<file path="src/rtl/bitsel_pkg.sv">
package bitsel_pkg;

  // Strobes from the control to the datapath
  typedef struct packed {
    logic live;     // an access is open toward the picked slave
    logic load;     // capture the master request into the slave registers
    logic clear;    // drop the registered slave strobes
    logic errNone;  // refuse the request: no select bit set
  } fabStrobes_t;

  typedef enum logic [1:0] {
    ST_IDLE  = 2'd0,
    ST_BUSY  = 2'd1,
    ST_FAULT = 2'd2
  } fabState_t;

endpackage

</file>
<file path="src/rtl/bitsel_ctrl.sv">
module bitsel_ctrl
  import bitsel_pkg::*;
#(
  parameter int NUM_SLV = 4,
  parameter bit REG_OUT = 1'b0
) (
  input  logic               clk,
  input  logic               rst,
  input  logic               mCyc,
  input  logic               mStb,
  input  logic [NUM_SLV-1:0] selField,
  input  logic [NUM_SLV-1:0] slvAck,
  input  logic [NUM_SLV-1:0] slvErr,
  output logic [NUM_SLV-1:0] reqPick,
  output logic [NUM_SLV-1:0] activePick,
  output fabStrobes_t        strobes
);

  logic [NUM_SLV-1:0] lowerSeen;
  logic               anySel;
  logic               reqNow;

  // Priority pick: a bit wins only if no lower select bit is set
  assign lowerSeen[0] = 1'b0;
  assign reqPick[0]   = selField[0];
  for (genvar i = 1; i < NUM_SLV; i++) begin : g_prio
    assign lowerSeen[i] = lowerSeen[i-1] | selField[i-1];
    assign reqPick[i]   = selField[i] & ~lowerSeen[i];
  end

  assign anySel = |selField;
  assign reqNow = mCyc & mStb;

  if (REG_OUT == 1'b0) begin : g_comb
    always_comb begin
      strobes         = '0;
      strobes.live    = reqNow & anySel;
      strobes.errNone = reqNow & ~anySel;
    end
    assign activePick = reqPick;
  end else begin : g_reg
    fabState_t          state, nextState;
    logic [NUM_SLV-1:0] pickReg;
    logic               done;

    assign done = |((slvAck | slvErr) & pickReg);

    always_comb begin
      nextState = state;
      strobes   = '0;
      case (state)
        ST_IDLE: begin
          if (reqNow) begin
            if (anySel) begin
              strobes.load = 1'b1;
              nextState    = ST_BUSY;
            end else begin
              nextState    = ST_FAULT;
            end
          end
        end
        ST_BUSY: begin
          strobes.live = 1'b1;
          if (!mCyc || done) begin
            strobes.clear = 1'b1;
            nextState     = ST_IDLE;
          end
        end
        ST_FAULT: begin
          strobes.errNone = 1'b1;
          nextState       = ST_IDLE;
        end
        default: nextState = ST_IDLE;
      endcase
    end

    always_ff @(posedge clk) begin
      if (rst) begin
        state   <= ST_IDLE;
        pickReg <= '0;
      end else begin
        state <= nextState;
        if (strobes.load) pickReg <= reqPick;
      end
    end

    assign activePick = pickReg;

    // the refusal lasts a single cycle
    assert_fault_single_R5: assert property (@(posedge clk) disable iff (rst)
      strobes.errNone |=> !strobes.errNone);

    // once the slave terminates, the open access closes next cycle
    assert_release_after_done_R7: assert property (@(posedge clk) disable iff (rst)
      (strobes.live && done) |=> !strobes.live);
  end

  // a picked slave may only answer while an access is open toward it
  assert_resp_needs_live_R4: assert property (@(posedge clk) disable iff (rst)
    (mCyc && |((slvAck | slvErr) & activePick)) |-> strobes.live);

endmodule

</file>
<file path="src/rtl/bitsel_datapath.sv">
module bitsel_datapath
  import bitsel_pkg::*;
#(
  parameter int NUM_SLV = 4,
  parameter int OFF_W   = 8,
  parameter int DATA_W  = 32,
  parameter bit REG_OUT = 1'b0
) (
  input  logic                      clk,
  input  logic                      rst,
  input  fabStrobes_t               strobes,
  input  logic [NUM_SLV-1:0]        reqPick,
  input  logic [NUM_SLV-1:0]        activePick,
  input  logic                      mCyc,
  input  logic                      mWe,
  input  logic [OFF_W-1:0]          mOff,
  input  logic [DATA_W-1:0]         mDatW,
  output logic [DATA_W-1:0]         mDatR,
  output logic                      mAck,
  output logic                      mErr,
  output logic [NUM_SLV-1:0]        sCyc,
  output logic [NUM_SLV-1:0]        sStb,
  output logic                      sWe,
  output logic [OFF_W-1:0]          sAdr,
  output logic [DATA_W-1:0]         sDatW,
  input  logic [NUM_SLV*DATA_W-1:0] sDatR,
  input  logic [NUM_SLV-1:0]        sAck,
  input  logic [NUM_SLV-1:0]        sErr
);

  logic [NUM_SLV-1:0] hit;

  if (REG_OUT == 1'b0) begin : g_comb
    assign sCyc  = {NUM_SLV{mCyc}} & reqPick;
    assign sStb  = {NUM_SLV{strobes.live}} & reqPick;
    assign sWe   = mWe;
    assign sAdr  = mOff;
    assign sDatW = mDatW;
  end else begin : g_reg
    logic [NUM_SLV-1:0] cycR, stbR;
    logic               weR;
    logic [OFF_W-1:0]   adrR;
    logic [DATA_W-1:0]  datR;

    always_ff @(posedge clk) begin
      if (rst) begin
        cycR <= '0;
        stbR <= '0;
        weR  <= 1'b0;
        adrR <= '0;
        datR <= '0;
      end else if (strobes.load) begin
        cycR <= reqPick;
        stbR <= reqPick;
        weR  <= mWe;
        adrR <= mOff;
        datR <= mDatW;
      end else if (strobes.clear) begin
        cycR <= '0;
        stbR <= '0;
      end
    end

    assign sCyc  = cycR;
    assign sStb  = stbR;
    assign sWe   = weR;
    assign sAdr  = adrR;
    assign sDatW = datR;

    // a registered request is held steady until it is released
    assert_request_stable_R7: assert property (@(posedge clk) disable iff (rst)
      (|stbR && !strobes.clear) |=> ($stable(adrR) && $stable(stbR) && $stable(datR)));
  end

  // Response steering from the picked slave only
  assign hit = activePick & {NUM_SLV{strobes.live}};

  always_comb begin
    mDatR = '0;
    for (int i = 0; i < NUM_SLV; i++) begin
      mDatR = mDatR | ({DATA_W{hit[i]}} & sDatR[i*DATA_W +: DATA_W]);
    end
  end

  assign mAck = mCyc & |(sAck & hit);
  assign mErr = mCyc & (|(sErr & hit) | strobes.errNone);

  // at most one slave strobed
  assert_single_strobe_R1: assert property (@(posedge clk) disable iff (rst)
    $onehot0(sStb));

  // no termination without a bus cycle
  assert_no_resp_idle_R8: assert property (@(posedge clk) disable iff (rst)
    !mCyc |-> !(mAck || mErr));

  // a refused request strobes nothing
  assert_refusal_no_strobe_R5: assert property (@(posedge clk) disable iff (rst)
    strobes.errNone |-> (sStb == '0));

  // a capture starts from quiet slave strobes, a release ends a live one
  assert_load_starts_clean_R7: assert property (@(posedge clk) disable iff (rst)
    strobes.load |-> (sStb == '0));
  assert_clear_has_strobe_R7: assert property (@(posedge clk) disable iff (rst)
    strobes.clear |-> (|sStb));

endmodule

</file>
<file path="src/rtl/bitsel_bus_fabric.sv">
module bitsel_bus_fabric
  import bitsel_pkg::*;
#(
  parameter int NUM_SLV = 4,
  parameter int OFF_W   = 8,
  parameter int DATA_W  = 32,
  parameter bit REG_OUT = 1'b0
) (
  input  logic                      clk,
  input  logic                      rst,
  input  logic                      mCyc,
  input  logic                      mStb,
  input  logic                      mWe,
  input  logic [OFF_W+NUM_SLV-1:0]  mAdr,
  input  logic [DATA_W-1:0]         mDatW,
  output logic [DATA_W-1:0]         mDatR,
  output logic                      mAck,
  output logic                      mErr,
  output logic [NUM_SLV-1:0]        sCyc,
  output logic [NUM_SLV-1:0]        sStb,
  output logic                      sWe,
  output logic [OFF_W-1:0]          sAdr,
  output logic [DATA_W-1:0]         sDatW,
  input  logic [NUM_SLV*DATA_W-1:0] sDatR,
  input  logic [NUM_SLV-1:0]        sAck,
  input  logic [NUM_SLV-1:0]        sErr
);

  localparam int ADR_W = OFF_W + NUM_SLV;

  logic [NUM_SLV-1:0] selField;
  logic [OFF_W-1:0]   mOff;
  logic [NUM_SLV-1:0] reqPick;
  logic [NUM_SLV-1:0] activePick;
  fabStrobes_t        strobes;

  assign selField = mAdr[ADR_W-1:OFF_W];
  assign mOff     = mAdr[OFF_W-1:0];

  bitsel_ctrl #(
    .NUM_SLV(NUM_SLV),
    .REG_OUT(REG_OUT)
  ) u_ctrl (
    .clk       (clk),
    .rst       (rst),
    .mCyc      (mCyc),
    .mStb      (mStb),
    .selField  (selField),
    .slvAck    (sAck),
    .slvErr    (sErr),
    .reqPick   (reqPick),
    .activePick(activePick),
    .strobes   (strobes)
  );

  bitsel_datapath #(
    .NUM_SLV(NUM_SLV),
    .OFF_W  (OFF_W),
    .DATA_W (DATA_W),
    .REG_OUT(REG_OUT)
  ) u_dp (
    .clk       (clk),
    .rst       (rst),
    .strobes   (strobes),
    .reqPick   (reqPick),
    .activePick(activePick),
    .mCyc      (mCyc),
    .mWe       (mWe),
    .mOff      (mOff),
    .mDatW     (mDatW),
    .mDatR     (mDatR),
    .mAck      (mAck),
    .mErr      (mErr),
    .sCyc      (sCyc),
    .sStb      (sStb),
    .sWe       (sWe),
    .sAdr      (sAdr),
    .sDatW     (sDatW),
    .sDatR     (sDatR),
    .sAck      (sAck),
    .sErr      (sErr)
  );

endmodule

</file>
<file path="config.mk">
export PLATFORM = sky130hd
export DESIGN_NAME = bitsel_bus_fabric
export DESIGN_NICKNAME = d
export VERILOG_FILES = /design/src/rtl/bitsel_pkg.sv /design/src/rtl/bitsel_ctrl.sv /design/src/rtl/bitsel_datapath.sv /design/src/rtl/bitsel_bus_fabric.sv
export SDC_FILE = /design/constraint.sdc
export NUM_CORES = 1
export LEC_CHECK = 0
export BUFFER_PORTS_ARGS = -buffer_cell sky130_fd_sc_hd__buf_4
export CORE_AREA = 2 2 105 107
export DETAILED_ROUTE_END_ITERATION = 10
export DIE_AREA = 0 0 107 109
export PLACE_DENSITY = 0.57
export SYNTH_ARGS = -nofsm -noshare
export SYNTH_HDL_FRONTEND = slang
export SYNTH_HIERARCHICAL = 1
export SYNTH_SLANG_ARGS = --single-unit
</file>
<file path="constraint.sdc">
create_clock -name vclk -period 1.8
set_input_delay 0.36 -clock vclk [all_inputs]
set_output_delay 0.36 -clock vclk [all_outputs]
set_load 0.03 [all_outputs]
</file>
* Word level (Yosys, flattened, before mapping) *
Cells that the tools add are included.

cells by class
  bitwise operators = 26
  reductions and logical operators = 3

operator list
  cell             count
  $and 32x32->32   4
  $or 32x32->32    3
  $and 4x4->4      4
  $reduce_or 4->1  3
  $and 1x1->1      8
  $not 1->1        4
  $or 1x1->1       3

word-level totals
  output and inout bits = 83
  bits in registers = 0

* Logic depth before layout (Yosys ltp) *
  word-level depth = 9
  depth in mapped cells = 5
  mapped depth without buffers = 4

* Hierarchy *
The synthesis kept the hierarchy.

modules (own cells, without submodules)
  module           seq. area each (um2)  area each (um2)  instances  cells each
  bitsel_datapath  0.0                   1270.0           1          173
  bitsel_ctrl      0.0                   105.1            1          15

* Worst setup path after synthesis *
Ideal clock, no wire load.

  kind = input-to-output
  from = input port mAdr[10]
  to = output port mAck
  path slack = -0.240 ns
  data arrival time = 1.680 ns
  stages on the path = 5
  data required time = 1.440 ns
  path through = nor4b_1 -> buf_4 -> buf_2 -> a22oi_1 -> a21oi_1

on the way
  word-level cells in the longest chain between the ends = 7
  elaborated cells on any way between the ends = 10
  those cells by class = bitwise: 8; reduce/logical: 2

RTL lines
  what               RTL line                 text
  from (decl)        bitsel_bus_fabric.sv:14  input logic [OFF_W+NUM_SLV-1:0] mAdr,
  $or 1x1->1         bitsel_ctrl.sv:27        assign lowerSeen[i] = lowerSeen[i-1] | selField[i-1];
  $not 1->1          bitsel_ctrl.sv:28        assign reqPick[i] = selField[i] & ~lowerSeen[i];
  $and 1x1->1        bitsel_ctrl.sv:28
  $and 4x4->4 *      bitsel_datapath.sv:76    assign hit = activePick & {NUM_SLV{strobes.live}};
  $and 4x4->4 *      bitsel_datapath.sv:85    assign mAck = mCyc & |(sAck & hit);
  $reduce_or 4->1 *  bitsel_datapath.sv:85
  $and 1x1->1 *      bitsel_datapath.sv:85
  to (decl)          bitsel_bus_fabric.sv:17  output logic mAck,

Every way passes the cells marked *; elsewhere a longest branch is shown, timed or not.

* Worst setup path in the final report *
  from = input port mAdr[9]
  to = output port mDatR[14]

on the way
  word-level cells in the longest chain between the ends = 7
  elaborated cells on any way between the ends = 17
  those cells by class = bitwise: 16; reduce/logical: 1

RTL lines
  what                     RTL line                 text
  $or 1x1->1 (2 in a row)  bitsel_ctrl.sv:27
  $not 1->1                bitsel_ctrl.sv:28
  $and 1x1->1              bitsel_ctrl.sv:28
  named net activePick[3]  bitsel_bus_fabric.sv:34  logic [NUM_SLV-1:0] activePick;
  $and 4x4->4              bitsel_datapath.sv:76
  $and 32x32->32           bitsel_datapath.sv:81    mDatR = mDatR | ({DATA_W{hit[i]}} & sDatR[i*DATA_W +: DATA_W]);
  $or 32x32->32            bitsel_datapath.sv:81
  to (decl)                bitsel_bus_fabric.sv:16  output logic [DATA_W-1:0] mDatR,

The timed path passes the listed nets, and every way through them passes these cells.

==> results_dict.tcl <==
set metrics [dict create \
    fill_cells 1136 \
    finalCritPeriodShare_pct 103 \
    hold_buffers 0 \
    gr-total-overflow 0 \
    antenna_cells 0 \
    grt_pass1_wl_um 9690 \
    period_needed_ns 1.85 \
    rsz0062_at_grt "true" \
    critPathMaxFanout 15 \
    setup_ws_ns -0.0490 \
    clkbuf_count 0 \
    drive_gt1_share_pct 76.3 \
    syn_inst 185 \
    critPathArrivalTime_ns 1.49 \
    violations "negative setup slack" \
    end_kind "output pin" \
    die_w_um 107 \
    syn_nets 370 \
    finalSetupViolations 24 \
    crit_type "input port to output pin" \
    std_cell_rows 38 \
    slew_viol_final 0 \
    drtIter0Drc 116 \
    hold_viol_final 0 \
    die_area_sq_mm 0.0117 \
    fin_setup_tns_ns -0.401 \
    cap_violations 0 \
    multi_input_area_sq_mm 0.00107 \
    required_ns 1.44 \
    place_hpwl_um 5380 \
    power.density_mw_per_mm2 226 \
    grt_usage_pct 10.1 \
    wl_um 7300 \
    ir_drop_mv 0.0808 \
    numPortBuffers 184 \
    run_status "complete, but fails checks" \
    min_path_type "input port to output pin" \
    ys_warn_count 6 \
    ant_nets 0 \
    fmax_mhz 541 \
    seq_area_sq_um 0 \
    place_ws_ns -0.113 \
    worst_setup_path_start_kind "input port" \
    max-slew-margin-rel_pct 79.4 \
    dr.pass1.iters 4 \
    synth_area_sq_mm 0.00136 \
    utilization_pct 28.7 \
    globalplace.congestion 0.657 \
    grt_max_degree 21 \
    first_global_vias 2002 \
    viasPerCell 4.40 \
    initial_core_util_pct 12.8 \
    die_h_um 109 \
    final_nets 508 \
    worst-slew-pin-transition_ns 0.309 \
    vias 2028 \
    core-area_sq_mm 0.0106 \
    seq_cell_count 0 \
    hold_slack_ns 0.720 \
    syn_to_final_growth_pct 124 \
    ios 268 \
    p_leak_nw 1.32 \
    antenna_found_initial 0 \
    avgSynthCellArea_sq_um 7.33 \
    wl_per_cell_um 15.8 \
    drc 0 \
]
worst max-delay path, cell delays in order:
cell      delay [ns]
buf_12          0.11
nor4b_4         0.27
buf_6           0.17
buf_12          0.15
a22oi_1         0.09
a21boi_2        0.18
buf_6           0.15
through the flow:
step           power (W)  cells  area [sq um]
6_report        0.000688    461          3040
5_1_grt         0.000732    461          3040
4_1_cts         0.000649    458          2870
3_5_place_dp    0.000613    456          2700
3_3_place_gp    0.000603    456          2700
2_1_floorplan   0.000439    185          1480
cell usage in the layout, fill, tap and decap left out, drive strengths merged:
cell      n
buf     201
a22oi    66
a21boi   32
and2      8
nand2     3
clkbuf    1
nor4      1
nor2      1
and3      1
nor2b     1
nor3b     1
nor4b     1
a21oi     1
a22o      1
a221oi    1
o21ai     1
power breakdown:
part	internal, W	total (W)	switching (W)
combinational	0.000399	0.000688	0.000289
clock	0	0	0
sequential	0	0	0
total	0.000399	0.000688	0.000289
final timing paths:
kind / end / startpoint / cells past startpoint
min: sDatW[19] / mDatW[19] / 0
max: mDatR[14] / mAdr[9] / 7
layer usage:
layer / vias to the layer above / global-route usage, % / wire length [um]
li1: 941 / - / -
met1: 933 / 10.9 / 2570
met2: 127 / 20.7 / 3870
met3: 27 / 1.97 / 733
met4: 0 / 1.48 / 123
met5: - / 0 / 0
layout make-up:
cell class                 instances  share of cell area [%]
tap                              140                    5.76
multi-input combinational        119                    35.3
timing repair buffer             202                    59.0
timing repair:
item                       CTS  global route
gates cloned                 1             3
setup endpoints to repair   38            38
pin swaps                    8             5
setup buffers                1             0
gates resized for setup     40            36
(Power assumes the default switching activity.)
